===== src/rtl/psram_pkg.sv =====
package psram_pkg;

  typedef enum logic [2:0] {
    ST_IDLE  = 3'd0,
    ST_REF   = 3'd1,
    ST_ACC   = 3'd2,
    ST_SLEEP = 3'd3,
    ST_WAKE  = 3'd4
  } seq_state_e;

endpackage


===== src/rtl/psram_ref_timer.sv =====
module psram_ref_timer #(
  parameter int INTERVAL = 16,
  parameter int ROWS     = 8,
  localparam int TW      = (INTERVAL > 1) ? $clog2(INTERVAL) : 1,
  localparam int RW      = (ROWS > 1) ? $clog2(ROWS) : 1
) (
  input  logic          clk,
  input  logic          rst_n,
  input  logic          run,
  input  logic          take,
  output logic          pending,
  output logic [RW-1:0] row
);

  logic [TW-1:0] tick;
  logic          tick_wrap;

  assign tick_wrap = (tick == TW'(INTERVAL - 1));

  always_ff @(posedge clk or negedge rst_n) begin
    if (!rst_n) begin
      tick    <= '0;
      pending <= 1'b0;
      row     <= '0;
    end else if (!run) begin
      tick    <= '0;
      pending <= 1'b0;
    end else begin
      tick    <= tick_wrap ? '0 : tick + 1'b1;
      pending <= tick_wrap | (pending & ~take);
      if (take && pending)
        row <= (row == RW'(ROWS - 1)) ? '0 : row + 1'b1;
    end
  end

  AST_ROW_WRAP: assert property (@(posedge clk) disable iff (!rst_n)
    (run && take && pending && row == RW'(ROWS - 1)) |=> (row == '0));

  AST_NO_PENDING_ASLEEP: assert property (@(posedge clk) disable iff (!rst_n)
    !run |=> !pending);

endmodule


===== src/rtl/psram_cell_array.sv =====
module psram_cell_array #(
  parameter int          ROWS   = 8,
  parameter int          COLS   = 4,
  parameter int          DW     = 16,
  parameter int          RETAIN = 256,
  parameter logic [DW-1:0] POISON = 16'hDEAD,
  localparam int WORDS = ROWS * COLS,
  localparam int AW    = $clog2(WORDS),
  localparam int CW    = $clog2(COLS),
  localparam int RW    = (ROWS > 1) ? $clog2(ROWS) : 1,
  localparam int AGW   = $clog2(RETAIN + 1)
) (
  input  logic          clk,
  input  logic          rst_n,
  input  logic          awake,
  input  logic          wr_en,
  input  logic          rd_en,
  input  logic [AW-1:0] addr,
  input  logic [DW-1:0] wdata,
  input  logic          ref_en,
  input  logic [RW-1:0] ref_row,
  output logic [DW-1:0] rdata
);

  logic [DW-1:0]   mem    [WORDS];
  logic            wvalid [WORDS];
  logic [ROWS-1:0] row_lost;
  logic [RW-1:0]   acc_row;

  assign acc_row = addr[AW-1:CW];

  for (genvar g = 0; g < ROWS; g++) begin : g_row
    logic [AGW-1:0] age;
    always_ff @(posedge clk or negedge rst_n) begin
      if (!rst_n)
        age <= '0;
      else if (!awake)
        age <= '0;
      else if ((ref_en && ref_row == RW'(g)) || (wr_en && acc_row == RW'(g)))
        age <= '0;
      else if (age != AGW'(RETAIN - 1))
        age <= age + 1'b1;
    end
    assign row_lost[g] = (age == AGW'(RETAIN - 1));
  end

  for (genvar w = 0; w < WORDS; w++) begin : g_word
    always_ff @(posedge clk or negedge rst_n) begin
      if (!rst_n)
        wvalid[w] <= 1'b0;
      else if (!awake)
        wvalid[w] <= 1'b0;
      else if (wr_en && addr == AW'(w))
        wvalid[w] <= 1'b1;
      else if (row_lost[w / COLS])
        wvalid[w] <= 1'b0;
    end
  end

  always_ff @(posedge clk) begin
    if (wr_en)
      mem[addr] <= wdata;
  end

  always_ff @(posedge clk or negedge rst_n) begin
    if (!rst_n)
      rdata <= POISON;
    else if (rd_en)
      rdata <= wvalid[addr] ? mem[addr] : POISON;
  end

  AST_ROW_RETAINED: assert property (@(posedge clk) disable iff (!rst_n)
    awake |-> (row_lost == '0));

endmodule


===== src/rtl/psram_seq.sv =====
module psram_seq
  import psram_pkg::*;
#(
  parameter int WAKE_CYCLES = 8,
  localparam int WCW = $clog2(WAKE_CYCLES + 1)
) (
  input  logic clk,
  input  logic rst_n,
  input  logic sleep_n,
  input  logic sel_n,
  input  logic wr_n,
  input  logic oe_n,
  input  logic pending,
  output logic ready,
  output logic accept,
  output logic awake,
  output logic timer_run,
  output logic ref_take,
  output logic acc_wr,
  output logic acc_rd,
  output logic rvalid
);

  seq_state_e     state;
  logic [WCW-1:0] wcnt;
  logic           is_wr;
  logic           is_rd;

  assign ready     = (state == ST_IDLE);
  assign accept    = ready && !sel_n && sleep_n;
  assign awake     = (state != ST_SLEEP);
  assign timer_run = awake && sleep_n;
  assign ref_take  = sleep_n && pending &&
                     ((state == ST_REF) || (state == ST_IDLE && !accept));
  assign acc_wr    = sleep_n && (state == ST_ACC) && is_wr;
  assign acc_rd    = sleep_n && (state == ST_ACC) && is_rd;

  always_ff @(posedge clk or negedge rst_n) begin
    if (!rst_n) begin
      state  <= ST_IDLE;
      wcnt   <= '0;
      is_wr  <= 1'b0;
      is_rd  <= 1'b0;
      rvalid <= 1'b0;
    end else begin
      rvalid <= acc_rd;
      if (!sleep_n) begin
        state <= ST_SLEEP;
      end else begin
        unique case (state)
          ST_IDLE: if (accept) begin
            state <= ST_REF;
            is_wr <= !wr_n;
            is_rd <= wr_n && !oe_n;
          end
          ST_REF:  state <= ST_ACC;
          ST_ACC:  state <= ST_IDLE;
          ST_SLEEP: begin
            state <= ST_WAKE;
            wcnt  <= '0;
          end
          ST_WAKE: begin
            if (wcnt == WCW'(WAKE_CYCLES - 1))
              state <= ST_IDLE;
            else
              wcnt <= wcnt + 1'b1;
          end
          default: state <= ST_IDLE;
        endcase
      end
    end
  end

  AST_ACC_FOLLOWS_REF: assert property (@(posedge clk) disable iff (!rst_n)
    (state == ST_ACC) |-> ($past(state) == ST_REF));

  AST_RVALID_SINGLE: assert property (@(posedge clk) disable iff (!rst_n)
    rvalid |=> !rvalid);

  AST_SLEEP_DROPS_READY: assert property (@(posedge clk) disable iff (!rst_n)
    !sleep_n |=> !ready);

  AST_NO_ACCESS_ASLEEP: assert property (@(posedge clk) disable iff (!rst_n)
    !sleep_n |-> !(acc_wr || acc_rd));

endmodule


===== src/rtl/psram_hidden_refresh.sv =====
module psram_hidden_refresh #(
  parameter int            ROWS          = 8,
  parameter int            COLS          = 4,
  parameter int            DW            = 16,
  parameter int            REF_INTERVAL  = 16,
  parameter int            RETAIN_CYCLES = 256,
  parameter int            WAKE_CYCLES   = 8,
  parameter logic [DW-1:0] POISON        = 16'hDEAD,
  localparam int AW = $clog2(ROWS * COLS),
  localparam int RW = (ROWS > 1) ? $clog2(ROWS) : 1
) (
  input  logic          clk,
  input  logic          rst_n,
  input  logic          sleep_n,
  input  logic          sel_n,
  input  logic          wr_n,
  input  logic          oe_n,
  input  logic [AW-1:0] addr,
  input  logic [DW-1:0] wdata,
  output logic          ready,
  output logic [DW-1:0] rdata,
  output logic          rvalid
);

  logic          accept, awake, timer_run, ref_take, pending;
  logic          acc_wr, acc_rd;
  logic [RW-1:0] ref_row;
  logic [AW-1:0] cmd_addr;
  logic [DW-1:0] cmd_wdata;

  always_ff @(posedge clk or negedge rst_n) begin
    if (!rst_n) begin
      cmd_addr  <= '0;
      cmd_wdata <= '0;
    end else if (accept) begin
      cmd_addr  <= addr;
      cmd_wdata <= wdata;
    end
  end

  psram_seq #(.WAKE_CYCLES(WAKE_CYCLES)) u_seq (
    .clk      (clk),
    .rst_n    (rst_n),
    .sleep_n  (sleep_n),
    .sel_n    (sel_n),
    .wr_n     (wr_n),
    .oe_n     (oe_n),
    .pending  (pending),
    .ready    (ready),
    .accept   (accept),
    .awake    (awake),
    .timer_run(timer_run),
    .ref_take (ref_take),
    .acc_wr   (acc_wr),
    .acc_rd   (acc_rd),
    .rvalid   (rvalid)
  );

  psram_ref_timer #(.INTERVAL(REF_INTERVAL), .ROWS(ROWS)) u_timer (
    .clk    (clk),
    .rst_n  (rst_n),
    .run    (timer_run),
    .take   (ref_take),
    .pending(pending),
    .row    (ref_row)
  );

  psram_cell_array #(
    .ROWS(ROWS), .COLS(COLS), .DW(DW), .RETAIN(RETAIN_CYCLES), .POISON(POISON)
  ) u_array (
    .clk    (clk),
    .rst_n  (rst_n),
    .awake  (awake),
    .wr_en  (acc_wr),
    .rd_en  (acc_rd),
    .addr   (cmd_addr),
    .wdata  (cmd_wdata),
    .ref_en (ref_take),
    .ref_row(ref_row),
    .rdata  (rdata)
  );

  AST_TAKE_ONLY_PENDING: assert property (@(posedge clk) disable iff (!rst_n)
    ref_take |-> pending);

  AST_ACCEPT_NEEDS_READY: assert property (@(posedge clk) disable iff (!rst_n)
    accept |=> !ready);

endmodule


===== config.mk =====
export PLATFORM = sky130hd
export DESIGN_NAME = psram_hidden_refresh
export DESIGN_NICKNAME = d
export VERILOG_FILES = /design/src/rtl/psram_pkg.sv /design/src/rtl/psram_ref_timer.sv /design/src/rtl/psram_cell_array.sv /design/src/rtl/psram_seq.sv /design/src/rtl/psram_hidden_refresh.sv
export SDC_FILE = /design/constraint.sdc
export NUM_CORES = 1
export LEC_CHECK = 0
export ABC_AREA = 1
export BUFFER_PORTS_ARGS = -buffer_cell sky130_fd_sc_hd__buf_2
export CAP_MARGIN = 0
export CELL_PAD_IN_SITES_DETAIL_PLACEMENT = 0
export CELL_PAD_IN_SITES_GLOBAL_PLACEMENT = 1
export CORE_ASPECT_RATIO = 1.4
export CORE_MARGIN = 5
export CORE_UTILIZATION = 40
export CTS_BUF_LIST = sky130_fd_sc_hd__clkbuf_4 sky130_fd_sc_hd__clkbuf_8
export CTS_CLUSTER_SIZE = 20
export DETAILED_ROUTE_END_ITERATION = 7
export GPL_TIMING_DRIVEN = 0
export PLACE_DENSITY = 0.77
export SLEW_MARGIN = 0
export SYNTH_ARGS = -nofsm -noshare
export SYNTH_HDL_FRONTEND = slang
export SYNTH_SLANG_ARGS = --single-unit

===== constraint.sdc =====
create_clock -name clk -period 2.6 [get_ports clk]
set_input_delay 0.13 -clock clk [delete_from_list [all_inputs] [get_ports clk]]
set_output_delay 0.13 -clock clk [all_outputs]
set_load 0.01 [all_outputs]

==> impl_metrics.prom, run 1 <==
# TYPE chip_impl_metric gauge
chip_impl_info{name="outcome",value="finished clean"} 1
chip_impl_metric{name="tightest_slew",unit="ns"} 1.44
chip_impl_metric{name="tritoncts.num_buffers",unit=""} 98
chip_impl_metric{name="drt_pre_antenna_iters",unit=""} 8
chip_impl_info{name="post-synth-top-count-cell",value="sky130_fd_sc_hd__nand2_1"} 1
chip_impl_metric{name="die_h",unit="µm"} 327
chip_impl_metric{name="worst_ir_drop_vdd",unit="µV"} 455
chip_impl_info{name="timing.hold.worst.class",value="in2async"} 1
chip_impl_info{name="rsz0062_at_grt",value="no"} 1
chip_impl_metric{name="post-route-min-period",unit="ns"} 2.60
chip_impl_metric{name="route.final.wire_length",unit="µm"} 89100
chip_impl_info{name="netlist_top_cells_area",value="sky130_fd_sc_hd__edfxtp_1 54%, sky130_fd_sc_hd__nand2_1 17%, sky130_fd_sc_hd__dfrtp_1 13%"} 1
chip_impl_metric{name="clockBufferDepth",unit=""} 3
chip_impl_metric{name="pin_count_of_the_biggest_net_entering_global_routing",unit=""} 117
chip_impl_metric{name="finish.net_count",unit=""} 3111
chip_impl_metric{name="postSynthAreaPerCell",unit="µm²"} 10.2
chip_impl_metric{name="layout_worst_path_cycle_share",unit="%"} 99.9
chip_impl_info{name="commonest_cells_in_the_netlist",value="1327 x sky130_fd_sc_hd__nand2_1, 512 x sky130_fd_sc_hd__edfxtp_1, 224 x sky130_fd_sc_hd__nor2_1, 148 x sky130_fd_sc_hd__dfrtp_1, 108 x sky130_fd_sc_hd__inv_1"} 1
chip_impl_metric{name="portBuffers",unit=""} 43
chip_impl_metric{name="worst_path_largest_cell_delay",unit="ns"} 0.80
chip_impl_metric{name="synth.top_cell.area_share",unit="%"} 53.7
chip_impl_metric{name="globalRouteOverflowTotal",unit=""} 0
chip_impl_info{name="tritoncts",value="built"} 1
chip_impl_metric{name="power.share.clock",unit="%"} 28.8
chip_impl_metric{name="synth.distinct_cells",unit=""} 43
chip_impl_info{name="timing.critical_path.from_type",value="flip-flop"} 1
chip_impl_metric{name="detailed_place_hpwl",unit="µm"} 58000
chip_impl_metric{name="postSynth.asyncResetShare",unit="%"} 23.7
chip_impl_metric{name="fp-row-count",unit=""} 116
chip_impl_metric{name="gr-usage-met2",unit="%"} 39.8
chip_impl_metric{name="cellLeakagePower",unit="µW"} 0.0139
chip_impl_metric{name="hold-worst-slack",unit="ns"} 0.0786
chip_impl_metric{name="power",unit="µW"} 28200
chip_impl_metric{name="place_ws",unit="ns"} -1.00
chip_impl_metric{name="skew",unit="ns"} 0.0423
chip_impl_metric{name="yosysSeqAreaShare",unit="%"} 67.6
chip_impl_metric{name="dpl_cell_area",unit="mm²"} 0.0306
chip_impl_info{name="synthDominantAreaCellType",value="sky130_fd_sc_hd__edfxtp_1"} 1
chip_impl_metric{name="ant_nets",unit=""} 0
chip_impl_metric{name="synth-seq-cells",unit=""} 671
chip_impl_metric{name="p_switching",unit="µW"} 9660
chip_impl_metric{name="cts_num_sinks",unit=""} 671
chip_impl_metric{name="wire_per_inst",unit="µm"} 21.8
chip_impl_metric{name="num_io_pins",unit=""} 45
chip_impl_metric{name="reg2reg_depth",unit=""} 9
chip_impl_metric{name="synth_edf_count",unit=""} 512
chip_impl_metric{name="antenna_violations_before_repair",unit=""} 2
chip_impl_metric{name="gp_routability_congestion",unit=""} 0.883
chip_impl_metric{name="final_cell_area_excluding_filler_cells",unit="mm²"} 0.0337
chip_impl_metric{name="gr-usage-all-layers",unit="%"} 22.7
chip_impl_metric{name="grt_first_pass_wirelength",unit="µm"} 132000
chip_impl_metric{name="detailroute.via_count",unit=""} 21300
chip_impl_metric{name="power.switching_fraction",unit="%"} 34.2
chip_impl_metric{name="layout-area-overhead-vs-synth",unit="%"} 17.5
chip_impl_metric{name="crit_arrival",unit="ns"} 3.24
chip_impl_metric{name="total_of_fill_cells_in_the_finished_design",unit=""} 6346
chip_impl_metric{name="groute.layer.met3.usage",unit="%"} 3.48
chip_impl_metric{name="floorplan.initialDensity",unit="%"} 40.2
chip_impl_info{name="critical-path-slowest-cell",value="sky130_fd_sc_hd__buf_1"} 1
chip_impl_info{name="highest_utilization_routing_layer_at_the_global_route_stage",value="met2"} 1
chip_impl_info{name="clk_root_buffer_cell",value="sky130_fd_sc_hd__clkbuf_8"} 1
chip_impl_metric{name="area.sequential",unit="mm²"} 0.0194
chip_impl_metric{name="fin_util",unit="%"} 47.2
chip_impl_metric{name="die_x_extent",unit="µm"} 236
chip_impl_metric{name="worstPathRequired",unit="ns"} 3.24
chip_impl_metric{name="ys.warnings.count",unit=""} 0
chip_impl_info{name="r2r_start",value="cmd_addr[3]$_DFFE_PN0P_"} 1
chip_impl_metric{name="final_hold_viol_count",unit=""} 0
chip_impl_metric{name="sequential_group_share_of_total_power",unit="%"} 48.5
chip_impl_metric{name="core_area",unit="mm²"} 0.0713
chip_impl_metric{name="post_route_cells_drive_above_1_share",unit="%"} 14.2
chip_impl_metric{name="viasPerCell",unit=""} 5.22
chip_impl_metric{name="syn-num-nets",unit=""} 2868
chip_impl_metric{name="post_synth_instance_area",unit="mm²"} 0.0286
chip_impl_metric{name="multi_input_area",unit="mm²"} 0.00854
chip_impl_metric{name="number_of_global_route_vias_before_repair",unit=""} 21200
chip_impl_info{name="crit_path_cell_trace",value="nand2_1 -> inv_1 -> buf_1 -> nand2_1 -> nand3_1 -> nor2_1 -> nor2_1 -> nand3_1 -> nand2_1"} 1
chip_impl_metric{name="clock_tree.htree_level_count",unit=""} 3
chip_impl_metric{name="detail_route.drc_violations",unit=""} 0
chip_impl_info{name="synthFlopType",value="sky130_fd_sc_hd__edfxtp_1"} 1
chip_impl_info{name="timing.rr.end",value="u_array.rdata[1]$_DFFE_PN0P_"} 1
chip_impl_metric{name="internal-power",unit="µW"} 18600
chip_impl_metric{name="total_die_area",unit="mm²"} 0.0772
chip_impl_metric{name="post-route-worst-setup-slack",unit="ns"} 0.00271
chip_impl_metric{name="met1_layer_usage_reported_by_global_route",unit="%"} 26.9
chip_impl_metric{name="clk-insertion-delay-late",unit="ns"} 0.71
chip_impl_metric{name="worst_path_clk_slew",unit="ns"} 0.07
chip_impl_info{name="kind_of_critical_path",value="reg2reg"} 1
chip_impl_info{name="crit_top_cell",value="sky130_fd_sc_hd__nand2_1"} 1
chip_impl_metric{name="max_cap_viol_count",unit=""} 0
chip_impl_info{name="cp-end-kind",value="flip-flop"} 1
chip_impl_metric{name="setup.reg_to_reg.worst_slack",unit="ns"} 0.003
chip_impl_metric{name="setup_viol",unit=""} 0
chip_impl_metric{name="worst-path-max-fanout",unit=""} 10
chip_impl_metric{name="max_freq",unit="MHz"} 385
chip_impl_metric{name="slew_viol_final",unit=""} 0
chip_impl_metric{name="first_iter_violations",unit=""} 2094
chip_impl_metric{name="comb_power_share",unit="%"} 22.7
chip_impl_metric{name="relSlewSlack",unit="%"} 3.89
chip_impl_metric{name="netlist_instances",unit=""} 2817
chip_impl_metric{name="power_density",unit="mW/mm²"} 838
==> sequential cells by signal, summed over array words and instances, names as in the netlist, 3 cells and up <==
register	count
cmd_wdata	16
u_timer.tick	4
u_array.wvalid	32
cmd_addr	5
u_array.g_row.age	72
u_array.mem	512
u_seq.state	3
u_timer.row	3
u_array.rdata	16
u_seq.wcnt	4
==> power by group through the flow <==
stage               clock network [µW]  registers [µW]  logic (µW)
finish                            8140           13700        6400
global route                      8740           13800        7020
CTS                               8280           13700        6330
detailed placement                   0           13900        6170
global placement                     0           13800        5970
floorplan                            0           13400        3720
==> layout make-up <==
cell class / instances / share of cell area (%)
clock inverter: 41 / 0.546
antenna: 1 / 0.00743
tap: 944 / 3.51
inverter: 116 / 1.30
clock buffer: 133 / 4.93
timing repair buffer: 143 / 5.08
buffer: 109 / 1.74
sequential: 671 / 57.5
multi-input combinational: 1921 / 25.4
==> worst max-delay path by stage <==
stage                       startpoint                            end  slack (ns)  depth (start not counted)
2_1_floorplan  cmd_addr[3]$_DFFE_PN0P_   u_array.mem[16][0]$_DFFE_PP_        0.27                          4
3_3_place_gp   cmd_addr[3]$_DFFE_PN0P_   u_array.mem[17][7]$_DFFE_PP_       -1.92                          4
3_5_place_dp   cmd_addr[3]$_DFFE_PN0P_   u_array.mem[19][4]$_DFFE_PP_       -1.00                          5
4_1_cts        cmd_addr[2]$_DFFE_PN0P_  u_array.mem[13][13]$_DFFE_PP_        0.03                          6
5_1_grt        cmd_addr[1]$_DFFE_PN0P_   u_array.rdata[1]$_DFFE_PN0P_        0.01                         11
6_report       cmd_addr[3]$_DFFE_PN0P_   u_array.rdata[1]$_DFFE_PN0P_       0.003                          9
==> layout by cell type (no fill, tap or decap), types with 35 or more instances in the layout <==
master,n
sky130_fd_sc_hd__clkbuf_8,106
sky130_fd_sc_hd__inv_1,108
sky130_fd_sc_hd__edfxtp_1,512
sky130_fd_sc_hd__a21oi_1,87
sky130_fd_sc_hd__nand2_1,1324
sky130_fd_sc_hd__buf_2,96
sky130_fd_sc_hd__nand3_1,79
sky130_fd_sc_hd__nor2_1,190
sky130_fd_sc_hd__buf_12,35
sky130_fd_sc_hd__nor2_4,37
sky130_fd_sc_hd__dfrtp_1,146
sky130_fd_sc_hd__o21ai_0,38
==> repair_timing <==
item / 4_1_cts / 5_1_grt
hold buffers: 35 / 0
hold endpoints to repair: 195 / 0
gates resized for setup: 24 / 15
endpoints found under the setup margin: 570 / 99
pin swaps: 27 / 3
buffers inserted: 45 / 5
==> stage by stage <==
stage	setup TNS (ns)	std cells
2_1_floorplan	0	2817
3_3_place_gp	-1002.57	3804
3_5_place_dp	-284.12	3819
4_1_cts	0	4073
5_1_grt	0	4079
6_report	0	4079
==> cells by family after synthesis <==
logic type	after synthesis	share of synthesized area, %
AO/OA/AOI/OAI	176	3.63
XOR/XNOR	10	0.306
adder cells (fa/ha/maj)	24	1.05
buffers and inverters	225	3.51
flip-flops	671	67.6
AND/OR/NAND/NOR	1711	23.9
==> critical path: cells and delay by family (launching register included) <==
| family | cells | cell delay [ns] |
|---|---|---|
| DFF | 1 | 0.45 |
| buffers and inverters | 2 | 1.06 |
| and+or+nand+nor | 7 | 1.00 |
==> layer usage <==
metal | part of all wire (%) | vias up
met3 | 7.0 | 226
met2 | 50 | 925
met1 | 37 | 10400
met4 | 5.6 | 0
li1 | - | 9770
met5 | 0 | -
(Power assumes the default switching activity.)
==> inputs of run 2 (changes only) <==
--- a/config.mk
+++ b/config.mk
@@ -13,7 +13,7 @@
 export CORE_ASPECT_RATIO = 1.4
 export CORE_MARGIN = 5
 export CORE_UTILIZATION = 40
-export CTS_BUF_LIST = sky130_fd_sc_hd__clkbuf_4 sky130_fd_sc_hd__clkbuf_8
+export CTS_BUF_LIST = sky130_fd_sc_hd__clkbuf_8
 export CTS_CLUSTER_SIZE = 20
 export DETAILED_ROUTE_END_ITERATION = 7
 export GPL_TIMING_DRIVEN = 0
==> run 2 against run 1 <==
Non-clock buffer count down 1. Die area unchanged. Sequential share of layout area up 0.21 points. Highest routed layer unchanged.
==> impl_metrics.prom, run 2 (synthesis results as in run 1) <==
# TYPE chip_impl_metric gauge
chip_impl_metric{name="detail_route.drc_violations",unit=""} 0
chip_impl_metric{name="floorplan.initialDensity",unit="%"} 40.2
chip_impl_info{name="clk_root_buffer_cell",value="sky130_fd_sc_hd__clkbuf_8"} 1
chip_impl_info{name="timing.critical_path.from_type",value="flip-flop"} 1
chip_impl_metric{name="globalRouteOverflowTotal",unit=""} 0
chip_impl_metric{name="max_freq",unit="MHz"} 385
chip_impl_metric{name="route.final.wire_length",unit="µm"} 89000
chip_impl_info{name="r2r_start",value="cmd_addr[4]$_DFFE_PN0P_"} 1
chip_impl_metric{name="largest_reg_flops",unit=""} 512
chip_impl_metric{name="post_route_cells_drive_above_1_share",unit="%"} 13.3
chip_impl_metric{name="power_density",unit="mW/mm²"} 829
chip_impl_metric{name="wire_per_inst",unit="µm"} 21.8
chip_impl_metric{name="tritoncts.num_buffers",unit=""} 98
chip_impl_info{name="final_cell_mix",value="1324 x sky130_fd_sc_hd__nand2_1, 512 x sky130_fd_sc_hd__edfxtp_1, 190 x sky130_fd_sc_hd__nor2_1"} 1
chip_impl_metric{name="post-route-min-period",unit="ns"} 2.60
chip_impl_metric{name="num_io_pins",unit=""} 45
chip_impl_metric{name="detailed_place_hpwl",unit="µm"} 58000
chip_impl_metric{name="finish.net_count",unit=""} 3110
chip_impl_metric{name="worst_path_largest_cell_delay",unit="ns"} 0.45
chip_impl_info{name="crit_top_cell",value="sky130_fd_sc_hd__nor2_4"} 1
chip_impl_metric{name="worst-path-max-fanout",unit=""} 10
chip_impl_metric{name="multi_input_area",unit="mm²"} 0.00854
chip_impl_metric{name="clock_tree.htree_level_count",unit=""} 3
chip_impl_metric{name="relSlewSlack",unit="%"} 5.30
chip_impl_metric{name="setup_viol",unit=""} 0
chip_impl_info{name="rsz0062_at_grt",value="no"} 1
chip_impl_metric{name="detailroute.via_count",unit=""} 21300
chip_impl_metric{name="grt_first_pass_wirelength",unit="µm"} 132000
chip_impl_info{name="kind_of_critical_path",value="reg2reg"} 1
chip_impl_metric{name="pin_count_of_the_biggest_net_entering_global_routing",unit=""} 117
chip_impl_info{name="critical_path.startpoint",value="cmd_addr[4]$_DFFE_PN0P_"} 1
chip_impl_metric{name="final_hold_viol_count",unit=""} 0
chip_impl_metric{name="layout-area-overhead-vs-synth",unit="%"} 17.1
chip_impl_metric{name="die_x_extent",unit="µm"} 236
chip_impl_metric{name="power",unit="µW"} 27800
chip_impl_metric{name="clk-insertion-delay-late",unit="ns"} 0.71
chip_impl_metric{name="worst_ir_drop_vdd",unit="µV"} 450
chip_impl_metric{name="first_iter_violations",unit=""} 1849
chip_impl_info{name="outcome",value="finished clean"} 1
chip_impl_info{name="largest-register",value="u_array.mem"} 1
chip_impl_metric{name="gp_routability_congestion",unit=""} 0.883
chip_impl_metric{name="portBuffers",unit=""} 43
chip_impl_metric{name="skew",unit="ns"} 0.0429
chip_impl_info{name="crit_path_cell_trace",value="buf_2 -> clkinv_1 -> nor2_4 -> nand2_2 -> nor2_4 -> buf_8"} 1
chip_impl_info{name="tritoncts",value="built"} 1
chip_impl_metric{name="core_area",unit="mm²"} 0.0713
chip_impl_info{name="critical-path-slowest-cell",value="sky130_fd_sc_hd__clkinv_1"} 1
chip_impl_metric{name="total_die_area",unit="mm²"} 0.0772
chip_impl_metric{name="total_of_fill_cells_in_the_finished_design",unit=""} 6375
chip_impl_info{name="mostFrequentLayoutCell",value="sky130_fd_sc_hd__nand2_1"} 1
chip_impl_metric{name="cts_num_sinks",unit=""} 671
chip_impl_metric{name="drt_pre_antenna_iters",unit=""} 6
chip_impl_metric{name="fin_util",unit="%"} 47.1
chip_impl_info{name="largestRegisters",value="u_array.mem: 512 flops, u_array.g_row.age: 72 flops, u_array.wvalid: 32 flops"} 1
chip_impl_metric{name="antenna_violations_before_repair",unit=""} 2
chip_impl_metric{name="gr-usage-all-layers",unit="%"} 22.7
chip_impl_metric{name="clockBufferDepth",unit=""} 3
chip_impl_metric{name="area.sequential",unit="mm²"} 0.0194
chip_impl_metric{name="worstPathRequired",unit="ns"} 3.00
chip_impl_metric{name="die_h",unit="µm"} 327
chip_impl_metric{name="layout_worst_path_cycle_share",unit="%"} 100
chip_impl_metric{name="tightest_slew",unit="ns"} 1.42
chip_impl_metric{name="crit_arrival",unit="ns"} 3.00
chip_impl_metric{name="setup.reg_to_reg.worst_slack",unit="ns"} 0.0001
chip_impl_info{name="timing.hold.worst.class",value="in2async"} 1
chip_impl_metric{name="viasPerCell",unit=""} 5.23
chip_impl_metric{name="max_cap_viol_count",unit=""} 0
chip_impl_metric{name="ant_nets",unit=""} 0
chip_impl_metric{name="cellLeakagePower",unit="µW"} 0.0140
chip_impl_metric{name="slew_viol_final",unit=""} 0
chip_impl_metric{name="worst_path_clk_slew",unit="ns"} 0.06
chip_impl_metric{name="fp-row-count",unit=""} 116
chip_impl_info{name="cp-end-kind",value="flip-flop"} 1
chip_impl_metric{name="number_of_global_route_vias_before_repair",unit=""} 21100
==> run 2: area by class of cell <==
class,count,area share [%]
well taps,944,3.52
multi-input cells,1921,25.4
clock buffers,106,4.35
flip-flops and latches,671,57.7
clock inverters,68,0.850
inverters,116,1.31
repair buffers,142,5.04
diodes,1,0.00746
plain buffers,109,1.75
==> run 2: metrics by stage <==
step                TNS [ns]  cell area, µm²  hold slack [ns]  worst slack [ns]  instances
floorplan                  0           28700           -0.166             0.274       2817
global placement    -1002.57           30000            0.323             -1.92       3804
detailed placement   -284.12           30600           0.0627             -1.00       3819
CTS                        0           33500           0.0336            0.0272       4073
global route               0           33600           0.0832           0.00306       4078
finish                     0           33600           0.0830          0.000113       4078
==> run 2: path summary, 6_finish.rpt <==
| check | cells past startpoint | end |
|---|---|---|
| max reg2reg | 6 | u_array.mem[23][4]$_DFFE_PP_ |
| min reg2reg | 2 | u_array.rdata[7]$_DFFE_PN1P_ |
| max in group asynchronous | 3 | u_array.g_row[3].age[8]$_DFFE_PN0P_ |
| min in group clk | 4 | cmd_wdata[6]$_DFFE_PN0P_ |
| max | 6 | u_array.mem[23][4]$_DFFE_PP_ |
| min | 2 | u_array.rdata[15]$_DFFE_PN1P_ |
==> run 2: power breakdown <==
| group | leakage, µW | internal [µW] | total, µW | switching (µW) |
|---|---|---|---|---|
| logic | 0.00622 | 1820 | 6390 | 4580 |
| clock network | 0.00100 | 3740 | 7750 | 4010 |
| registers | 0.00674 | 12600 | 13700 | 1060 |
| total | 0.0140 | 18200 | 27800 | 9650 |
==> run 2: what timing repair did <==
action                     in CTS  in global routing
hold buffers                   35                  0
pin swaps                      27                  3
setup endpoints to repair     570                107
hold endpoints to repair      195                  0
resized for setup              24                 18
buffers inserted               45                  4
==> run 2: critical path: cells and delay by family (launching register included) <==
kind / cells / cell delay (ns)
simple gates: 3 / 1.00
buf+inv: 3 / 0.96
flops: 1 / 0.33
==> run 2: layer usage <==
| metal | GRT usage (%) | part of all wire, % | up-vias |
|---|---|---|---|
| met5 | 0 | 0 | - |
| met4 | 11.9 | 5.8 | 0 |
| met3 | 3.62 | 7.3 | 256 |
| met2 | 39.7 | 50 | 972 |
| met1 | 26.8 | 37 | 10300 |
| li1 | - | - | 9768 |
